**src/rtl/vfi_pkg.sv**
```systemverilog
package vfi_pkg;

   typedef enum logic {
      METH_ID_PIN  = 1'b0,
      METH_SYNC_CMP = 1'b1
   } vfi_method_e;

   typedef enum logic {
      START_BLANK_BEGIN = 1'b0,
      START_BLANK_END   = 1'b1
   } vfi_start_e;

   typedef struct packed {
      logic valid;
      logic field2;
   } vfi_decision_t;

   // bit positions inside the synchronized pin vector
   localparam int PIN_HS  = 0;
   localparam int PIN_VS  = 1;
   localparam int PIN_VB  = 2;
   localparam int PIN_FID = 3;
   localparam int PIN_CNT = 4;

endpackage

```
**src/rtl/vfi_sync.sv**
```systemverilog
module vfi_sync #(
   parameter int               WIDTH   = 4,
   parameter int               STAGES  = 2,
   parameter logic [WIDTH-1:0] RST_VAL = '0
) (
   input  logic             clk,
   input  logic             rst,
   input  logic [WIDTH-1:0] din,
   output logic [WIDTH-1:0] dout,
   output logic [WIDTH-1:0] dprev
);

   initial assert (STAGES >= 1) else $error("vfi_sync: STAGES must be at least 1");
   initial assert (WIDTH >= 1) else $error("vfi_sync: WIDTH must be at least 1");

   // STAGES synchronizer flops plus one history stage for edge detection
   logic [STAGES:0][WIDTH-1:0] stg;

   always_ff @(posedge clk) begin
      if (rst) begin
         for (int i = 0; i <= STAGES; i++) stg[i] <= RST_VAL;
      end else begin
         stg[0] <= din;
         for (int i = 1; i <= STAGES; i++) stg[i] <= stg[i-1];
      end
   end

   assign dout  = stg[STAGES-1];
   assign dprev = stg[STAGES];

endmodule

```
**src/rtl/vfi_fid_sampler.sv**
```systemverilog
module vfi_fid_sampler
   import vfi_pkg::*;
(
   input  logic          vb_now,
   input  logic          vb_prev,
   input  logic          fid_now,
   input  vfi_start_e    start_pt,
   input  logic          invert,
   output vfi_decision_t dec
);

   logic vb_rise, vb_fall, at_start;

   always_comb begin
      vb_rise  = vb_now & ~vb_prev;
      vb_fall  = ~vb_now & vb_prev;
      at_start = (start_pt == START_BLANK_END) ? vb_fall : vb_rise;
      dec.valid  = at_start;
      dec.field2 = fid_now ^ invert;
   end

endmodule

```
**src/rtl/vfi_sync_compare.sv**
```systemverilog
module vfi_sync_compare
   import vfi_pkg::*;
#(
   parameter int WIN = 64
) (
   input  logic          clk,
   input  logic          rst,
   input  logic          hs_now,
   input  logic          hs_prev,
   input  logic          vs_now,
   input  logic          vs_prev,
   output vfi_decision_t dec
);

   localparam int SAT_I = WIN + 1;
   localparam int CNT_W = $clog2(SAT_I + 1);
   localparam logic [CNT_W-1:0] SAT_V = CNT_W'(SAT_I);
   localparam logic [CNT_W-1:0] WIN_V = CNT_W'(WIN);
   localparam logic [CNT_W-1:0] ONE_V = CNT_W'(1);

   initial assert (WIN >= 1) else $error("vfi_sync_compare: WIN must be at least 1");

   logic             h_fall, v_fall;
   logic [CNT_W-1:0] hcnt;     // clocks since last HSYNC leading edge, saturating
   logic             armed;    // look-ahead window open after a lone VSYNC edge
   logic [CNT_W-1:0] wcnt;     // clocks since the VSYNC edge that armed the window
   logic             arm_set;

   assign h_fall = hs_prev & ~hs_now;
   assign v_fall = vs_prev & ~vs_now;

   always_comb begin
      dec     = '0;
      arm_set = 1'b0;
      if (v_fall) begin
         if (h_fall || (hcnt <= WIN_V)) begin
            dec.valid  = 1'b1;
            dec.field2 = 1'b0;
         end else begin
            arm_set = 1'b1;
         end
      end else if (armed) begin
         if (h_fall) begin
            dec.valid  = 1'b1;
            dec.field2 = 1'b0;
         end else if (wcnt == WIN_V) begin
            dec.valid  = 1'b1;
            dec.field2 = 1'b1;
         end
      end
   end

   always_ff @(posedge clk) begin
      if (rst) begin
         hcnt <= SAT_V;
      end else if (h_fall) begin
         hcnt <= ONE_V;
      end else if (hcnt != SAT_V) begin
         hcnt <= hcnt + ONE_V;
      end
   end

   always_ff @(posedge clk) begin
      if (rst) begin
         armed <= 1'b0;
         wcnt  <= '0;
      end else if (arm_set) begin
         armed <= 1'b1;
         wcnt  <= ONE_V;
      end else if (armed && dec.valid) begin
         armed <= 1'b0;
      end else if (armed) begin
         wcnt  <= wcnt + ONE_V;
      end
   end

   // the distance counter never runs past its saturation value
   a_r6_hcnt_saturates: assert property (@(posedge clk) disable iff (rst)
      hcnt <= SAT_V);

   // an open window always lies within the look-ahead span
   a_r8_window_bounded: assert property (@(posedge clk) disable iff (rst)
      armed |-> (wcnt >= ONE_V && wcnt <= WIN_V));

   // the window opens only after a VSYNC leading edge
   a_r7_arm_on_vsync: assert property (@(posedge clk) disable iff (rst)
      $rose(armed) |-> $past(v_fall));

   // a window at its last clock closes unless a new VSYNC edge reopens it
   a_r9_window_closes: assert property (@(posedge clk) disable iff (rst)
      (armed && wcnt == WIN_V && !v_fall) |=> !armed);

endmodule

```
**src/rtl/vid_field_ident.sv**
```systemverilog
module vid_field_ident
   import vfi_pkg::*;
#(
   parameter int WIN         = 64,
   parameter int SYNC_STAGES = 2
) (
   input  logic clk,
   input  logic rst,
   input  logic method_sel,
   input  logic field_id,
   input  logic hsync_n,
   input  logic vsync_n,
   input  logic vblank,
   input  logic start_sel,
   input  logic id_invert,
   output logic field2,
   output logic field_start
);

   localparam logic [PIN_CNT-1:0] PIN_IDLE = PIN_CNT'(4'b0011);

   initial assert (SYNC_STAGES >= 2) else $error("vid_field_ident: need two synchronizer stages");

   logic [PIN_CNT-1:0] pins_raw, pins_s, pins_p;
   vfi_decision_t      dec_id, dec_sync, dec_sel;

   assign pins_raw = {field_id, vblank, vsync_n, hsync_n};

   vfi_sync #(
      .WIDTH   (PIN_CNT),
      .STAGES  (SYNC_STAGES),
      .RST_VAL (PIN_IDLE)
   ) u_sync (
      .clk   (clk),
      .rst   (rst),
      .din   (pins_raw),
      .dout  (pins_s),
      .dprev (pins_p)
   );

   vfi_fid_sampler u_id (
      .vb_now   (pins_s[PIN_VB]),
      .vb_prev  (pins_p[PIN_VB]),
      .fid_now  (pins_s[PIN_FID]),
      .start_pt (vfi_start_e'(start_sel)),
      .invert   (id_invert),
      .dec      (dec_id)
   );

   vfi_sync_compare #(
      .WIN (WIN)
   ) u_cmp (
      .clk     (clk),
      .rst     (rst),
      .hs_now  (pins_s[PIN_HS]),
      .hs_prev (pins_p[PIN_HS]),
      .vs_now  (pins_s[PIN_VS]),
      .vs_prev (pins_p[PIN_VS]),
      .dec     (dec_sync)
   );

   assign dec_sel = (vfi_method_e'(method_sel) == METH_SYNC_CMP) ? dec_sync : dec_id;

   always_ff @(posedge clk) begin
      if (rst) begin
         field2      <= 1'b0;
         field_start <= 1'b0;
      end else begin
         field_start <= dec_sel.valid;
         if (dec_sel.valid) field2 <= dec_sel.field2;
      end
   end

   // reset forces field 1 and no strobe
   a_r1_reset_state: assert property (@(posedge clk)
      rst |=> (!field2 && !field_start));

   // the flag moves only together with the strobe
   a_r10_flag_with_strobe: assert property (@(posedge clk) disable iff (rst)
      !$stable(field2) |-> field_start);

   // in pin mode without a strobe the flag holds
   a_r5_hold_without_start: assert property (@(posedge clk) disable iff (rst)
      (!method_sel && !field_start) |-> $stable(field2));

endmodule

```
**config.mk**
```make
export PLATFORM = sky130hd
export DESIGN_NAME = vid_field_ident
export DESIGN_NICKNAME = d
export VERILOG_FILES = /design/src/rtl/vfi_pkg.sv /design/src/rtl/vfi_sync.sv /design/src/rtl/vfi_fid_sampler.sv /design/src/rtl/vfi_sync_compare.sv /design/src/rtl/vid_field_ident.sv
export SDC_FILE = /design/constraint.sdc
export NUM_CORES = 1
export LEC_CHECK = 0
export CORE_ASPECT_RATIO = 0.9
export CORE_MARGIN = 1.5
export CORE_UTILIZATION = 40
export CTS_CLUSTER_DIAMETER = 30
export DETAILED_ROUTE_END_ITERATION = 8
export MAX_ROUTING_LAYER = met4
export SKIP_CTS_REPAIR_TIMING = 1
export SLEW_MARGIN = 20
export SYNTH_ARGS = -nofsm -noshare
export SYNTH_HDL_FRONTEND = slang
export SYNTH_SLANG_ARGS = --single-unit
```
**constraint.sdc**
```tcl
create_clock -name clk -period 4.9 [get_ports clk]
set_input_delay 0.735 -clock clk [delete_from_list [all_inputs] [get_ports clk]]
set_output_delay 0.735 -clock clk [all_outputs]
set_load 0.05 [all_outputs]
```
==> reports/results.tsv <==
metric	value	unit
run status	finished clean	
Setup crit start kind	flip-flop	
Leak	0.524	nW
Root Driver	clkbuf_4	
crit path DAT	1490	ps
HPWL Detailed	1570	µm
Comb power frac	21.1	%
distinct cell type count after synthesis	38	
Peak VDD IR	0.191	mV
antenna violations before repair	0	
Initial Util	41.2	%
H-tree levels	1	
Max-Cap Viols	0	
CTS tree	done	
Post-Synth Adder-Cell Area	5.03	%
Required @ worst endpoint	4160	ps
DR iter-0 viols	41	
Sw Share	27.4	%
# diodes	0	
yosys synthesis warning count	0	
Worst Setup End Kind	output port	
Routed wire per std cell	11.1	µm
Worst Hold Depth	1	
Overall Power	0.466	mW
Worst slew margin	67.3	%
CP delay by family, top	buffers and inverters	
Cell Area, Synth	0.00124	mm²
largest family of logic cells by synthesized area	simple AND/OR/NAND/NOR gates	
sum of buffers and inverters on the critical path	1	
layout cells sized above 1	14.4	%
Syn Area/Cell	9.79	µm²
RSZ-0062 raised after global routing	no	
slew at the pin closest to its max-slew limit	489	ps
GRT overflow	0	
Die X	61.8	µm
Max Slew Vio Count	0	
Worst path slowest cell	clkdlybuf4s50_1	
Reg clk slew, reported paths	150	ps
Clk pwr share	23.7	%
Post-Synth Simple-Gate Area	26.3	%
Final Hold Viols	0	
Detailed Routing Iterations Pass 1	4	
Port Buffers	10	
vias in the first global route	853	
clock buffer depth	2	
Reg2Reg Depth	6	
worst path cell trace	clkdlybuf4s50_1	
syn nets	141	
number of placed I/O pins	11	
GP Congestion	0.887	
pwr dens	327	mW/mm²
crit-path max cell delay	800	ps
clk_skew	10.5	ps
final count of negative-setup-slack endpoints	0	
Pint	0.338	mW
min-delay worst type	reg -> reg	
reported net switching power	0.128	mW
Max Fanout on Critical Path	2	
GRT Total Usage	14.1	%
post-route ant nets	0	
TNS Setup	0	ps
Num CTS Buffers	3	
vias per inst	4.99	
critical path depth in cells	1	
Filler cells	294	
drt drc	0	
core area	0.00302	mm²
die height	55.9	µm
Post-Synth XOR/XNOR Area	4.93	%
Clock Sinks	28	
worst setup path class	reg -> out	
first-pass GRT wire length	3550	µm
nets	154	
period utilisation layout	45.4	%
Skew-Pair Late Insertion Delay	330	ps
largest net degree at the start of global routing	17	
Compound-Gate Fraction of Synth Area	14.1	%
#FFs+latches synth	28	
Fmax achieved	449	MHz
post-synthesis mux area share	1.61	%
post-synthesis sequential area ratio	45.1	%
P&R area growth vs syn	14.6	%
Tmin final	2230	ps
Vias	904	
final WL	2010	µm
# rows	19	
Post-Synthesis Cells	127	
hold slack	429	ps
die footprint	0.00345	mm²
Seq pwr share	55.2	%
==> power groups by stage <==
stage / Sequential, mW / Combinational [mW] / Clock, mW
6_report: 0.257 / 0.0984 / 0.110
5_1_grt: 0.259 / 0.111 / 0.125
4_1_cts: 0.257 / 0.0990 / 0.116
3_5_place_dp: 0.261 / 0.0983 / 0
3_3_place_gp: 0.261 / 0.0972 / 0
2_1_floorplan: 0.262 / 0.0748 / 0
==> layer usage <==
layer | GRT usage, % | routed length, µm | vias up | share of wire, %
li1 | - | - | 466 | -
met1 | 18.8 | 1050 | 421 | 52
met2 | 21.1 | 883 | 13 | 44
met3 | 2.09 | 55 | 4 | 2.7
met4 | 6.38 | 25 | 0 | 1.2
met5 | - | 0 | - | 0
==> Yosys cell counts (all sizes together) <==
cell type | n | area, µm²
nor4 | 1 | 12.5
clkbuf | 2 | 7.51
a211oi | 1 | 7.51
dfxtp | 28 | 561
inv | 8 | 30.0
or2 | 8 | 52.6
nand3b | 1 | 7.51
nor2 | 8 | 30.0
or3 | 3 | 20.0
a221oi | 2 | 35.0
xor2 | 3 | 26.3
nand3 | 5 | 25.0
ha | 5 | 62.6
o31ai | 2 | 15.0
or4 | 3 | 22.5
o211ai | 1 | 7.51
nand4 | 1 | 6.26
nor2b | 5 | 31.3
or4b | 1 | 13.8
and2b | 3 | 27.5
mux2i | 2 | 20.0
nand2b | 2 | 20.0
o21ai | 5 | 25.0
nor3 | 2 | 10.0
and2 | 1 | 6.26
a21oi | 8 | 40.0
and3 | 3 | 18.8
nand2 | 6 | 22.5
xnor2 | 4 | 35.0
o41ai | 1 | 8.76
o31a | 1 | 8.76
a2111oi | 1 | 27.5
==> layout by cell type (no fill, tap or decap), types with 3 or more instances in the layout <==
cell             netlist  final
nand3_1                5      5
xor2_1                 3      3
and3_1                 3      3
or4_1                  3      3
clkbuf_4               0      3
xnor2_1                4      4
dfxtp_1               28     28
or2_2                  6      6
clkdlybuf4s50_1        0     10
a21oi_1                8      8
ha_1                   5      5
nor2_1                 8      8
nand2_1                6      6
o21ai_0                5      5
nor2b_1                5      5
inv_1                  8      8
==> area by class of cell <==
class | count | area [µm²] | area share, %
multi-input combinational | 89 | 646 | 45.3
sequential | 28 | 561 | 39.3
timing repair buffer | 10 | 100 | 7.02
tap | 42 | 52.6 | 3.69
clock buffer | 4 | 36.3 | 2.55
inverter | 8 | 30.0 | 2.11
==> per-stage QoR <==
step                std cells  worst slack, ps  area (µm²)  utilization, %
CTS                       181             2660        1430            47.2
global placement          177             2770        1390            46.0
global route              181             2610        1430            47.2
detailed placement        177             2730        1390            46.0
finish                    181             2670        1430            47.2
floorplan                 127             3170        1240               -
==> registers in the layout, summed over array words and instances, names as in the netlist <==
| register | count |
|---|---|
| u_sync.dout | 4 |
| u_cmp.armed | 1 |
| u_cmp.hcnt | 7 |
| u_sync.stg | 4 |
| field_start | 1 |
| field2 | 1 |
| u_sync.dprev | 3 |
| u_cmp.wcnt | 7 |
==> cells by family (layout without fill, tap and decap cells) <==
group | after synthesis | after routing
simple gates | 53 | 53
mux | 2 | 2
fa+ha+maj | 5 | 5
flops | 28 | 28
buf+inv | 10 | 22
compound gates | 22 | 22
xor+xnor | 7 | 7
==> worst paths after layout <==
kind                 start  slack (ps)             end
min          u_sync.stg[1]         430  u_sync.dout[1]
max reg2reg  u_cmp.wcnt[0]        2990          field2
max                 field2        2670          field2
min reg2reg  u_sync.stg[1]         430  u_sync.dout[1]
(Power assumes the default switching activity.)
